**config.mk**
```make
export PLATFORM = sky130hd
export DESIGN_NAME = cg_thread_ctl
export DESIGN_NICKNAME = d
export VERILOG_FILES = /design/src/rtl/cg_thread_ctl.sv
export SDC_FILE = /design/constraint.sdc
export NUM_CORES = 1
export LEC_CHECK = 0
export ABC_AREA = 1
export BUFFER_PORTS_ARGS = -buffer_cell sky130_fd_sc_hd__buf_2
export CAP_MARGIN = 20
export CORE_AREA = 3 3 132 159
export CTS_CLUSTER_DIAMETER = 40
export DETAILED_ROUTE_END_ITERATION = 10
export DIE_AREA = 0 0 135 162
export PLACE_DENSITY = 0.82
export SYNTH_ARGS = -nofsm -noshare
export SYNTH_HDL_FRONTEND = slang
export SYNTH_SLANG_ARGS = --single-unit
```
**constraint.sdc**
```tcl
create_clock -name clk -period 12.06 [get_ports clk]
set_input_delay 0.603 -clock clk [delete_from_list [all_inputs] [get_ports clk]]
set_output_delay 0.603 -clock clk [all_outputs]
set_load 0.005 [all_outputs]
```
**src/rtl/cg_thread_ctl.sv**
```systemverilog
`timescale 1ns/1ps
module cg_thread_ctl #(
  parameter int NTHR          = 4,
  parameter int PCW           = 32,
  parameter int PRIW          = 2,
  parameter int REFILL        = 5,
  parameter logic [31:0] RST_PC_BASE   = 32'h0,
  parameter logic [31:0] RST_PC_STRIDE = 32'h1000
) (
  input  logic                    clk,
  input  logic                    rst_n,
  input  logic                    stall_req,
  input  logic [PCW-1:0]          stall_pc,
  input  logic [NTHR-1:0]         miss_ret,
  input  logic                    redir_vld,
  input  logic [PCW-1:0]          redir_pc,
  input  logic                    fetch_adv,
  input  logic                    cfg_we,
  input  logic                    cfg_sel,
  input  logic [$clog2(NTHR)-1:0] cfg_tid,
  input  logic [PCW-1:0]          cfg_data,
  output logic [PCW-1:0]          fetch_pc,
  output logic [$clog2(NTHR)-1:0] act_tid,
  output logic                    flush,
  output logic                    idle,
  output logic                    commit_en
);
  localparam int TW = $clog2(NTHR);
  localparam int CW = $clog2(REFILL + 1);

  logic [PCW-1:0]  pc_q  [NTHR];
  logic [PRIW-1:0] pri_q [NTHR];
  logic [NTHR-1:0] ready_q, ready_n, act_oh;
  logic [TW-1:0]   act_q, nxt;
  logic [CW-1:0]   cnt_q;
  logic            idle_q, pend_q, found, take;
  logic [PCW-1:0]  pend_pc_q, take_pc;

  assign act_oh    = NTHR'(1) << act_q;
  assign take      = (cnt_q == '0) && !idle_q && (pend_q || stall_req);
  assign take_pc   = pend_q ? pend_pc_q : stall_pc;
  assign ready_n   = (ready_q | miss_ret) & ~(take ? act_oh : '0);
  assign fetch_pc  = pc_q[act_q];
  assign act_tid   = act_q;
  assign flush     = take;
  assign idle      = idle_q;
  assign commit_en = (cnt_q == '0) && !idle_q && !pend_q;

  always_comb begin
    found = 1'b0;
    nxt   = act_q;
    for (int k = 1; k <= NTHR; k++) begin
      logic [TW-1:0] idx;
      idx = act_q + TW'(k);
      if (ready_n[idx] && (!found || pri_q[idx] > pri_q[nxt])) begin
        found = 1'b1;
        nxt   = idx;
      end
    end
  end

  always_ff @(posedge clk) begin
    if (!rst_n) begin
      for (int i = 0; i < NTHR; i++) begin
        pc_q[i]  <= PCW'(RST_PC_BASE + RST_PC_STRIDE * i);
        pri_q[i] <= '0;
      end
      ready_q   <= '1;
      act_q     <= '0;
      cnt_q     <= CW'(REFILL);
      idle_q    <= 1'b0;
      pend_q    <= 1'b0;
      pend_pc_q <= '0;
    end else begin
      ready_q <= ready_n;
      if (take) begin
        pc_q[act_q] <= take_pc;
        pend_q      <= 1'b0;
        if (found) begin
          act_q <= nxt;
          cnt_q <= CW'(REFILL);
        end else begin
          idle_q <= 1'b1;
        end
      end else if (idle_q) begin
        if (found) begin
          act_q  <= nxt;
          idle_q <= 1'b0;
          cnt_q  <= CW'(REFILL);
        end
      end else begin
        if (cnt_q != '0) cnt_q <= cnt_q - 1'b1;
        if (stall_req && cnt_q != '0 && !pend_q) begin
          pend_q    <= 1'b1;
          pend_pc_q <= stall_pc;
        end
        if (redir_vld)      pc_q[act_q] <= redir_pc;
        else if (fetch_adv) pc_q[act_q] <= pc_q[act_q] + PCW'(4);
      end
      if (cfg_we) begin
        if (cfg_sel) pc_q[cfg_tid]  <= cfg_data;
        else         pri_q[cfg_tid] <= cfg_data[PRIW-1:0];
      end
    end
  end

  p_stable_thread_r3: assert property (@(posedge clk) disable iff (!rst_n)
    (!idle && !flush) |=> $stable(act_tid));
  p_single_flush_r4: assert property (@(posedge clk) disable iff (!rst_n)
    flush |=> !flush);
  p_refill_blank_r5: assert property (@(posedge clk) disable iff (!rst_n)
    flush |=> !commit_en);
  p_active_ready_r6: assert property (@(posedge clk) disable iff (!rst_n)
    !idle_q |-> ready_q[act_q]);
  p_idle_wait_r7: assert property (@(posedge clk) disable iff (!rst_n)
    (idle && miss_ret == '0) |=> (idle && $stable(act_tid)));
  p_idle_no_flush_r10: assert property (@(posedge clk) disable iff (!rst_n)
    idle |-> !flush);
endmodule

```
---- Word-level counts from Yosys, hierarchy flattened ----
Memories as Yosys holds them, arrays and structs flattened. A register that Yosys moved wholly into a read port is not among the register bits.
Cells that the tools add are included.
word-level totals
  bits in writable memories ............... 136
  bits in registers ....................... 43
  memories ................................ 2
  input port bits ......................... 109
  output and inout bits ................... 37
  logic and storage cells ................. 124
cells by class
  multiplexer cells ....................... 67
  equal/unequal tests ..................... 1
  add/subtract/negate cells ............... 5
  bitwise operators ....................... 8
  reduce and logical (&&, ||, !) cells .... 27
  order comparisons ....................... 7
  shift operators ......................... 1
memories
  memory  words  width  read ports  clocked after memory_dff  write ports  RTL line  text
  pc_q    4      32     1           1                         4            31        logic [PCW-1:0] pc_q [NTHR];
  pri_q   4      2      6           1                         4            32        logic [PRIW-1:0] pri_q [NTHR];
operator list
  kind                   count
  $mux 32                5
  $reduce_or 32->1       2
  $mux 1                 38
  $add 32x3->32 const B  1
  $mux 2                 15
  $lt 2x3->1 const B     4
  $mux 3                 4
  $bmux 1 s2             4
  $logic_and 1x1->1      8
  $gt 2x2->1             3
  $reduce_bool 3->1      2
  $logic_not 1->1        5
  $add 2x2->2 const B    2
  $and 4x4->4            1
  $logic_or 1x1->1       4
  $mux 4                 1
  $not 4->4              1
  $or 4x4->4             1
  $reduce_or 2->1        2
  $shl 1x2->4 const A    1
  $logic_not 3->1        1
  $not 1->1              3
  $reduce_and 3->1       1
  $sub 3x1->3 const B    1
  other kinds (5)        6

---- Logic depth before layout (Yosys ltp) ----
Gate-level depths: netlist of run 1.
An unclocked memory read counts as a cell.
  depth in word-level cells ............... 29
  depth in mapped cells ................... 45
  mapped depth without buffers ............ 45

---- Least setup slack after synthesis of run 1 ----
Ideal clock, no wire load.
  kind .................................... register to register
  start ................................... register act_q[0], in the netlist act_tid[0]
  end ..................................... register with a tool-made name
  path buffers ............................ 2
  cell stages (with the launch flop) ...... 43
  data required time ...................... 11.948 ns
  period minus slack after synthesis ...... 5.296 ns
  library setup time ...................... 0.112 ns
  path slack .............................. 6.764 ns
  arrival time ............................ 5.184 ns
  path through ............................ dfxtp_1 > inv_1 > buf_2 > buf_1 > ha_1 > inv_1 > nand3_1 > nand2_1 > nand2_1 > nand2_2 > o21ai_0 > a21oi_1 > nor2_1 > ha_1 > inv_1 > nor2_1 > o21ai_0 > nand3_1 > [7 not listed] > inv_1 > nor2_1 > o21ai_0 > nand2_1 > nand2_1 > nand3_1 > nand3_1 > nand3_1 > nand2_1 > ha_1 > a21oi_1 > a21oi_1 > o21ai_0 > nand2_1 > inv_1 > nand3_1 > nand2_1 > inv_1
RTL lines
  item                      RTL line  text
  start: declaration        34        logic [TW-1:0] act_q, nxt;
  start signal: assignment  80        act_q <= nxt;
  start signal: assignment  87        act_q <= nxt;

==> impl_results.md, run 1 <==
- Status: completed
- Pre-antenna DRT Iters: 6
- Hold endpoint: pend_pc_q[26]
- Most common cell after layout, fill and taps aside: nand2_1
- Dominant synthesized flop cell: edfxtp_1
- Vias/cell: 5.94
- Post-layout nets: 1772
- Clk_skew: 0.00916 ns
- Register area: 4990 um2
- Fin crit share: 54.6%
- CTS HTree Levels: 4
- Drt drc: 0
- CTS clk-pin slew, worst paths: 0.07 ns
- Final setup vio count: 0
- Post-DRT Antenna Nets: 0
- Crit path time final: 6.59 ns
- Hold Path Depth: 3
- Reg2Reg Depth: 39
- Cell variety after synth: 47
- Relative slew slack: 27.3%
- Pwr per Cell Area: 201 nW/um2
- Total power: 2.62 mW
- CTS sink count: 181
- Die ar.: 21900 um2
- Synth Register Bits: 181
- Asr flop ratio synth: 0%
- Sequential element share of the synthesized area: 42.8%
- Post-DP Area: 12400 um2
- Hold buffer count at cts: 0
- Worst Path Required: 12.43 ns
- CP Class: reg2reg
- Largest net degree at the start of global routing: 87
- Post-Syn Area: 11600 um2
- Dpl hpwl: 24000 um
- Core Area: 19500 um2
- Root Buffer: clkbuf_16
- Leakage: 5.84 nW
- Worst setup SP type: flop
- Hold path start: stall_pc[26]
- Avg Cell Area, Syn: 7.51 um2
- Worst path bufs/invs: 5
- Most frequent cells in the layout: 439 x nand2_1, 178 x inv_1, 158 x nand3_1, 145 x buf_2, 136 x edfxtp_1
- Synthesized Nets: 1671
- TritonCTS buffer count: 17
- Max Cap Viol: 0
- Initial Util: 59.5%
- Post_cts resized: 0
- # IOs: 146
- Slowest stage cell, crit path: dfxtp_1
- PortBufs: 145
- Peak supply drop: 0.000144 V
- F_max: 0.152 GHz
- CP delay by family, top: simple AND/OR/NAND/NOR gates
- Setup bufs post-CTS: 0
- Post-DR wirelength/cell: 18.4 um
- TNS Setup: 0 ns
- Antenna violations before repair: 1
- GPL Wtd Cong: 0.960
- Finished Cell Area: 13000 um2
- Cell seen most often among critical-path stages: nand2_1
- Area grow syn2layout: 11.9%
- Min-delay worst type: in2reg
- Initial DRC Count: 1477
- Rows: 56
- CTS tree: built
- Critical-path maximum fanout: 23
- Fillers: 1621
- Hold Vio Cnt, Final: 0
- Share of cells above drive strength 1: 18.2%
- CP Capture Type: flop
- Via Count: 11.4k
- Die Ht: 162 um
- Reg2Reg Setup Slack: 5.47 ns
- GR Overflow Total: 0
- RSZ-0062 raised after global routing: no
- Max stage delay on crit path: 0.75 ns
- Gr usage total: 31.8%
- Ant. Diodes: 0
- Number of flops mapped to enable cells by yosys: 136
- First-pass GRT wire length: 54700 um
- Maximum clock insertion buffer count: 2
- Number of global-route vias before repair: 10.7k
- Syn Inst Count: 1549
- Slew at the pin with the worst max-slew slack: 1.09 ns
- Die span in x: 135 um
- Final wirelength: 35300 um
- Pins over their slew limit: 0
- Worst-Skew Late Latency: 0.44 ns
- Critical Path AT: 6.95 ns
- R2r startpoint: act_tid[0]
- Hold Worst Slack: 0.453 ns
- Multi-input gate area: 5490 um2
- Synth warnings: 0
==> state kept, by name, indices dropped and copies added (netlist names), named ones only <==
register and count:
idle 1, cnt_q 3, pri_q 8, pend_pc_q 32
act_tid 2, ready_q 4, pc_q 128, pend_q 1
==> area by class of cell <==
cell class	count	area share, %
Multi-Input combinational cell	1092	42.1
Sequential cell	181	38.3
Timing Repair Buffer	162	6.79
Inverter	196	5.71
Clock buffer	21	3.86
Tap cell	261	2.51
Clock inverter	11	0.702
==> layer usage <==
layer	global-route usage, %	part of all wire, %	vias up
met5	0	0.037	-
met1	40.8	36	5131
li1	-	-	5396
met4	14.6	4.4	2
met3	7.25	13	137
met2	51.5	47	755
==> per-stage QoR <==
step | std cells | utilization [%] | setup WS, ns
floorplan | 1549 | - | 6.76
finish | 1924 | 66.6 | 5.47
detailed placement | 1889 | 63.3 | 5.54
CTS | 1921 | 66.3 | 5.54
global placement | 1888 | 63.2 | 5.80
global route | 1924 | 66.6 | 4.77
==> logic make-up after synthesis <==
| logic type | count (synthesis) | share of synthesized area (%) |
|---|---|---|
| XOR/XNOR | 14 | 1.05 |
| adder cells (fa/ha/maj) | 13 | 1.40 |
| AND/OR/NAND/NOR | 747 | 28.4 |
| flip-flops | 181 | 42.8 |
| buffers and inverters | 276 | 10.1 |
| AO/OA/AOI/OAI | 318 | 16.2 |
==> Yosys cell counts (2+ instances only) <==
cell type  count  share of area (%)
a21oi_1       63                2.7
a22oi_1        5               0.32
a31oi_1        2               0.11
and3_1         2               0.11
buf_1          3              0.097
buf_2         22               0.95
buf_4          7               0.45
buf_6          8               0.77
buf_8          2               0.26
clkbuf_1      38                1.2
dfxtp_1       45                7.7
edfxtp_1     136                 35
ha_1          13                1.4
inv_1        175                5.6
inv_2         18               0.58
nand2_1      439                 14
nand2_2       39                2.1
nand3_1      158                6.8
nand3_2        3               0.26
nand4_1        4               0.22
nor2_1        58                1.9
nor2_2        15               0.81
nor2_4         8               0.77
nor3_1         8               0.34
nor3_2         2               0.17
o211ai_1      50                3.2
o211ai_2      10                1.1
o21ai_0      112                4.8
o21ai_1       28                1.2
o21ai_2        2               0.15
o21bai_1       3               0.19
o22ai_1       39                2.1
or2_2          6               0.32
xnor2_1        4               0.30
xor2_1        10               0.75
==> how the worst max path moves through the flow <==
stage                    start         end  depth (start not counted)
detailed placement  act_tid[0]        flop                         39
CTS                 act_tid[0]  act_tid[1]                         39
global route        act_tid[0]        flop                         39
floorplan           act_tid[0]        flop                         42
global placement    act_tid[0]        flop                         39
finish              act_tid[0]        flop                         39
==> tightest hold or removal path: stages <==
cell and delay (ns):
buf_2 0.09, o21ai_0 0.07, a21oi_1 0.10
==> power breakdown <==
part	total, mW	internal (mW)	leakage (nW)	switching, mW
Combinational	1.25	0.396	3.77	0.856
Sequential	0.802	0.770	1.76	0.0326
Clock	0.568	0.320	0.309	0.248
Total	2.62	1.49	5.84	1.14
Power figures use the tool's default switching activity.
==> inputs of run 2 (changes only) <==
- CORE_AREA: 3 3 132 159 -> 3 3 133 160
- DIE_AREA: 0 0 135 162 -> 0 0 136 163
- PLACE_DENSITY: 0.82 -> 0.81
- clock period: 12.06 -> 6.1 ns (I/O delays scaled with it)
==> impl_results.md, run 2 (synthesis gave the netlist of run 1 again) <==
- Cell seen most often among critical-path stages: o21ai_0
- Reg2Reg Setup Slack: 0.54 ns
- Post-DR wirelength/cell: 18.0 um
- Drt drc: 0
- PortBufs: 145
- Pins over their slew limit: 0
- Slowest stage cell, crit path: dfxtp_1
- Final cell count without fillers: 1931
- Worst-Skew Late Latency: 0.44 ns
- Fin crit share: 91.2%
- Crit path time final: 5.56 ns
- Die span in x: 136 um
- Vias/cell: 5.84
- Reg power frac: 30.5%
- Dpl hpwl: 24000 um
- GR Overflow Total: 0
- Worst Path Required: 6.46 ns
- CP Capture Type: flop
- Placed insts: 1897
- Share of cells above drive strength 1: 19.0%
- Worst setup SP type: flop
- RSZ-0062 raised after global routing: no
- CTS clk-pin slew, worst paths: 0.08 ns
- Most frequent cells in the layout: 437 x nand2_1, 175 x inv_1, 154 x nand3_1, 145 x buf_2, 136 x edfxtp_1
- Internal Power: 2.87 mW
- GPL Wtd Cong: 0.924
- Min-delay worst type: in2reg
- Antenna violations before repair: 1
- Via Count: 11.3k
- Max stage delay on crit path: 0.33 ns
- Pre-CTS setup slack: 0.515 ns
- Die ar.: 22200 um2
- Status: completed
- Final wirelength: 34800 um
- CTS HTree Levels: 4
- Slew at the pin with the worst max-slew slack: 1.19 ns
- CTS sink count: 181
- Biggest regs: pc_q (128), pend_pc_q (32), pri_q (8)
- # IOs: 146
- Peak supply drop: 0.000278 V
- Largest net degree at the start of global routing: 87
- Top reg by flops: pc_q
- Critical-path maximum fanout: 7
- Ant. Diodes: 0
- Clk_skew: 0.0139 ns
- Core Area: 19800 um2
- Max Cap Viol: 0
- Most common cell after layout, fill and taps aside: nand2_1
- Initial Util: 58.9%
- Setup WS post-layout: 0.539 ns
- Leakage: 5.82 nW
- Hold Vio Cnt, Final: 0
- CTS tree: built
- Area grow syn2layout: 11.9%
- Final setup vio count: 0
- Sw frac: 44.5%
- Hold Worst Slack: 0.154 ns
- Largest register FFs: 128
- Gr usage total: 31.1%
- Gate power share: 49.2%
- Number of global-route vias before repair: 10.4k
- Pre-antenna DRT Iters: 6
- Root Buffer: clkbuf_16
- Post-layout nets: 1779
- Reg2Reg Depth: 42
- TNS Setup: 0 ns
- CP Class: reg2reg
- TritonCTS buffer count: 17
- Critical Path AT: 5.92 ns
- Clock power share: 20.4%
- Rows: 56
- Maximum clock insertion buffer count: 2
- R2r startpoint: cnt_q[0]
- First-pass GRT wire length: 53700 um
- Sw Pwr: 2.29 mW
- Crit path from: cnt_q[0]
- Post-DRT Antenna Nets: 0
- Die Ht: 163 um
- Final core utilization: 65.9%
- Pwr per Cell Area: 396 nW/um2
- Hold buffer count at cts: 0
- Initial DRC Count: 1336
- F_max: 0.180 GHz
- Fillers: 1723
- Relative slew slack: 20.8%
run 2: changes by cell type in the layout (fill, tap and decap cells not counted), sizes merged:
cell      change
buf           +7
inv           -2
clkinvlp      +3
clkbuf        -3
clkinv        +3
bufinv        -1
run 2: worst min-delay path by stage:
stage                             start             to  slack, ns  depth (start not counted)
after global placement    pend_pc_q[31]  pend_pc_q[31]       0.44                          2
after detailed placement  pend_pc_q[26]  pend_pc_q[26]       0.44                          2
after global routing       stall_pc[23]  pend_pc_q[23]       0.17                          3
after CTS                  stall_pc[16]  pend_pc_q[16]       0.15                          3
final                      stall_pc[16]  pend_pc_q[16]       0.15                          3
after floorplan           pend_pc_q[23]  pend_pc_q[23]       0.43                          2
run 2: cell type report:
cell class | count | area (um2) | share of cell area [%]
Clock buffer | 18 | 429 | 3.30
Clock inverter | 14 | 120 | 0.922
Inverter | 196 | 743 | 5.71
Multi-Input combinational cell | 1092 | 5510 | 42.3
Sequential cell | 181 | 4990 | 38.3
Tap cell | 261 | 327 | 2.51
Timing Repair Buffer | 169 | 906 | 6.96
run 2: worst max-delay path: cells and delay by family, from the launching register on:
kind	cells	cell delay, ns
adder cells (fa/ha/maj)	4	0.98
AND/OR/NAND/NOR	22	2.27
flip-flops	1	0.33
AO/OA/AOI/OAI	12	1.58
buffers and inverters	4	0.29
run 2: per-stage QoR:
| stage | power [mW] | area (um2) |
|---|---|---|
| final | 5.16 | 13000 |
| after global placement | 3.96 | 12400 |
| after floorplan | 3.39 | 11600 |
| after CTS | 5.07 | 13000 |
| after detailed placement | 4.03 | 12400 |
| after global routing | 5.50 | 13000 |
run 2: routing by layer:
metal	vias to the layer above	track usage, %	share of wire (%)
met5	-	0	0.043
met4	2	11.1	3.0
met3	102	6.64	11
met2	638	51.4	48
met1	5135	40.5	39
li1	5398	-	-
run 2: power by group through the flow:
stage	Combinational [mW]	Clock [mW]	Sequential [mW]
floorplan	1.80	0	1.59
global placement	2.37	0	1.59
detailed placement	2.43	0	1.60
CTS	2.45	1.04	1.57
global route	2.81	1.10	1.58
finish	2.54	1.05	1.57
run 2: what timing repair did:
item / CTS / global route
setup buffers: 0 / 2
resized for setup: 0 / 6
setup endpoints to repair: 0 / 4
==> inputs of run 3 (changes only) <==
- CORE_AREA: 3 3 133 160 -> 3 3 145 147
- DIE_AREA: 0 0 136 163 -> 0 0 148 150
- GPL_TIMING_DRIVEN: not set -> 0
==> impl_results.md, run 3 (synthesis gave the netlist of run 1 again) <==
- Status: completed
- Relative slew slack: 43.8%
- Largest net degree at the start of global routing: 26
- Post-DP Area: 12800 um2
- Pre-CTS setup slack: -0.429 ns
- Die span in x: 148 um
- Gr usage total: 35.1%
- Final setup vio count: 0
- Slowest stage cell, crit path: dfxtp_4
- Max stage delay on crit path: 0.38 ns
- Final cell count without fillers: 2004
- Final core utilization: 67.5%
- Fin crit share: 93.7%
- Core Area: 20000 um2
- Worst-Skew Late Latency: 0.44 ns
- Post-DR wirelength/cell: 19.8 um
- Hold Worst Slack: 0.155 ns
- TNS Setup: 0 ns
- Most common cell after layout, fill and taps aside: nand2_1
- Critical Path AT: 6.07 ns
- Most frequent cells in the layout: 435 x nand2_1, 173 x inv_1, 166 x buf_2, 149 x nand3_1, 136 x edfxtp_1
- Hold buffer count at cts: 0
- CTS sink count: 181
- Placed insts: 1968
- CTS tree: built
- Finished Cell Area: 13500 um2
- Leakage: 6.06 nW
- CP Capture Type: flop
- Slew at the pin with the worst max-slew slack: 0.843 ns
- Top reg by flops: pc_q
- Antenna violations before repair: 0
- Initial Util: 58.1%
- Post-layout nets: 1843
- Pwr per Cell Area: 410 nW/um2
- Dpl hpwl: 29600 um
- Pins over their slew limit: 0
- Hold Vio Cnt, Final: 0
- Area grow syn2layout: 16.3%
- Share of cells above drive strength 1: 20.6%
- First-pass GRT wire length: 59900 um
- Rows: 52
- Pre-antenna DRT Iters: 7
- Crit path time final: 5.72 ns
- Max Cap Viol: 0
- Critical-path maximum fanout: 11
- # IOs: 146
- Drt drc: 0
- Clk_skew: 0.0106 ns
- Biggest regs: pc_q (128), pend_pc_q (32), pri_q (8)
- Post-DRT Antenna Nets: 0
- Worst setup SP type: flop
- Fillers: 1746
- Worst Path Required: 6.46 ns
- Root Buffer: clkbuf_16
- CTS HTree Levels: 4
- Min-delay worst type: in2reg
- Die Ht: 150 um
- Initial DRC Count: 1604
- F_max: 0.175 GHz
- Setup WS post-layout: 0.382 ns
- Die ar.: 22200 um2
- Ant. Diodes: 0
- Number of global-route vias before repair: 11.0k
- GPL Wtd Cong: 0.922
- TritonCTS buffer count: 17
- Total power: 5.55 mW
- Maximum clock insertion buffer count: 2
- CP delay by family, top: simple AND/OR/NAND/NOR gates
- CP Class: reg2reg
- GR Overflow Total: 0
- Peak supply drop: 0.000368 V
- CTS clk-pin slew, worst paths: 0.07 ns
- PortBufs: 145
- Final wirelength: 39800 um
- Via Count: 12.0k
- Vias/cell: 5.96
- Worst path bufs/invs: 7
- Largest register FFs: 128
run 3: cell count changes in the layout (fill, tap and decap cells not counted), sizes merged:
cell and delta:
clkbuf +36, buf +27, clkinv -2, bufinv +1, clkinvlp +1, inv +1
run 3: path summary, 6_finish.rpt:
check             slack [ns]     startpoint       endpoint  cells after the start
hold reg to reg         0.45  pend_pc_q[24]  pend_pc_q[24]                      2
hold / removal          0.16    stall_pc[0]   pend_pc_q[0]                      3
setup reg to reg        0.38     act_tid[0]     act_tid[1]                     41
setup / recovery        0.38     act_tid[0]     act_tid[1]                     41
run 3: area by class of cell:
type | count | area, um2 | share of cell area, %
Clock buffer | 17 | 425 | 3.14
Sequential cell | 181 | 4990 | 36.9
Buffer | 80 | 458 | 3.38
Inverter | 196 | 749 | 5.54
Multi-Input combinational cell | 1092 | 5570 | 41.2
Tap cell | 270 | 338 | 2.50
Clock inverter | 15 | 144 | 1.06
Timing Repair Buffer | 153 | 858 | 6.34
run 3: where the power goes:
part	switching, mW	internal [mW]	leakage (nW)
sequential	0.0587	1.52	1.76
combinational	1.91	0.968	4.02
clock	0.526	0.575	0.277
total	2.49	3.06	6.06
run 3: what timing repair did:
item,in CTS,in global routing
setup endpoints to repair,4,4
pin swaps,0,4
resized for setup,9,28
buffers inserted,1,3
run 3: worst reg2reg max path: cells and delay by family, from the launching register on:
| kind | cells | cell delay (ns) |
|---|---|---|
| simple gates | 20 | 2.08 |
| compound gates | 10 | 1.38 |
| fa+ha+maj | 4 | 0.98 |
| buf+inv | 7 | 0.83 |
| flops | 1 | 0.38 |
run 3: routing by layer:
metal / GRT usage [%] / vias to the layer above / share of wire, %
met4: 11.6 / 0 / 3.2
met2: 56.2 / 859 / 46
met5: 0 / - / 0
li1: - / 5542 / -
met3: 8.39 / 140 / 13
met1: 47.1 / 5411 / 38
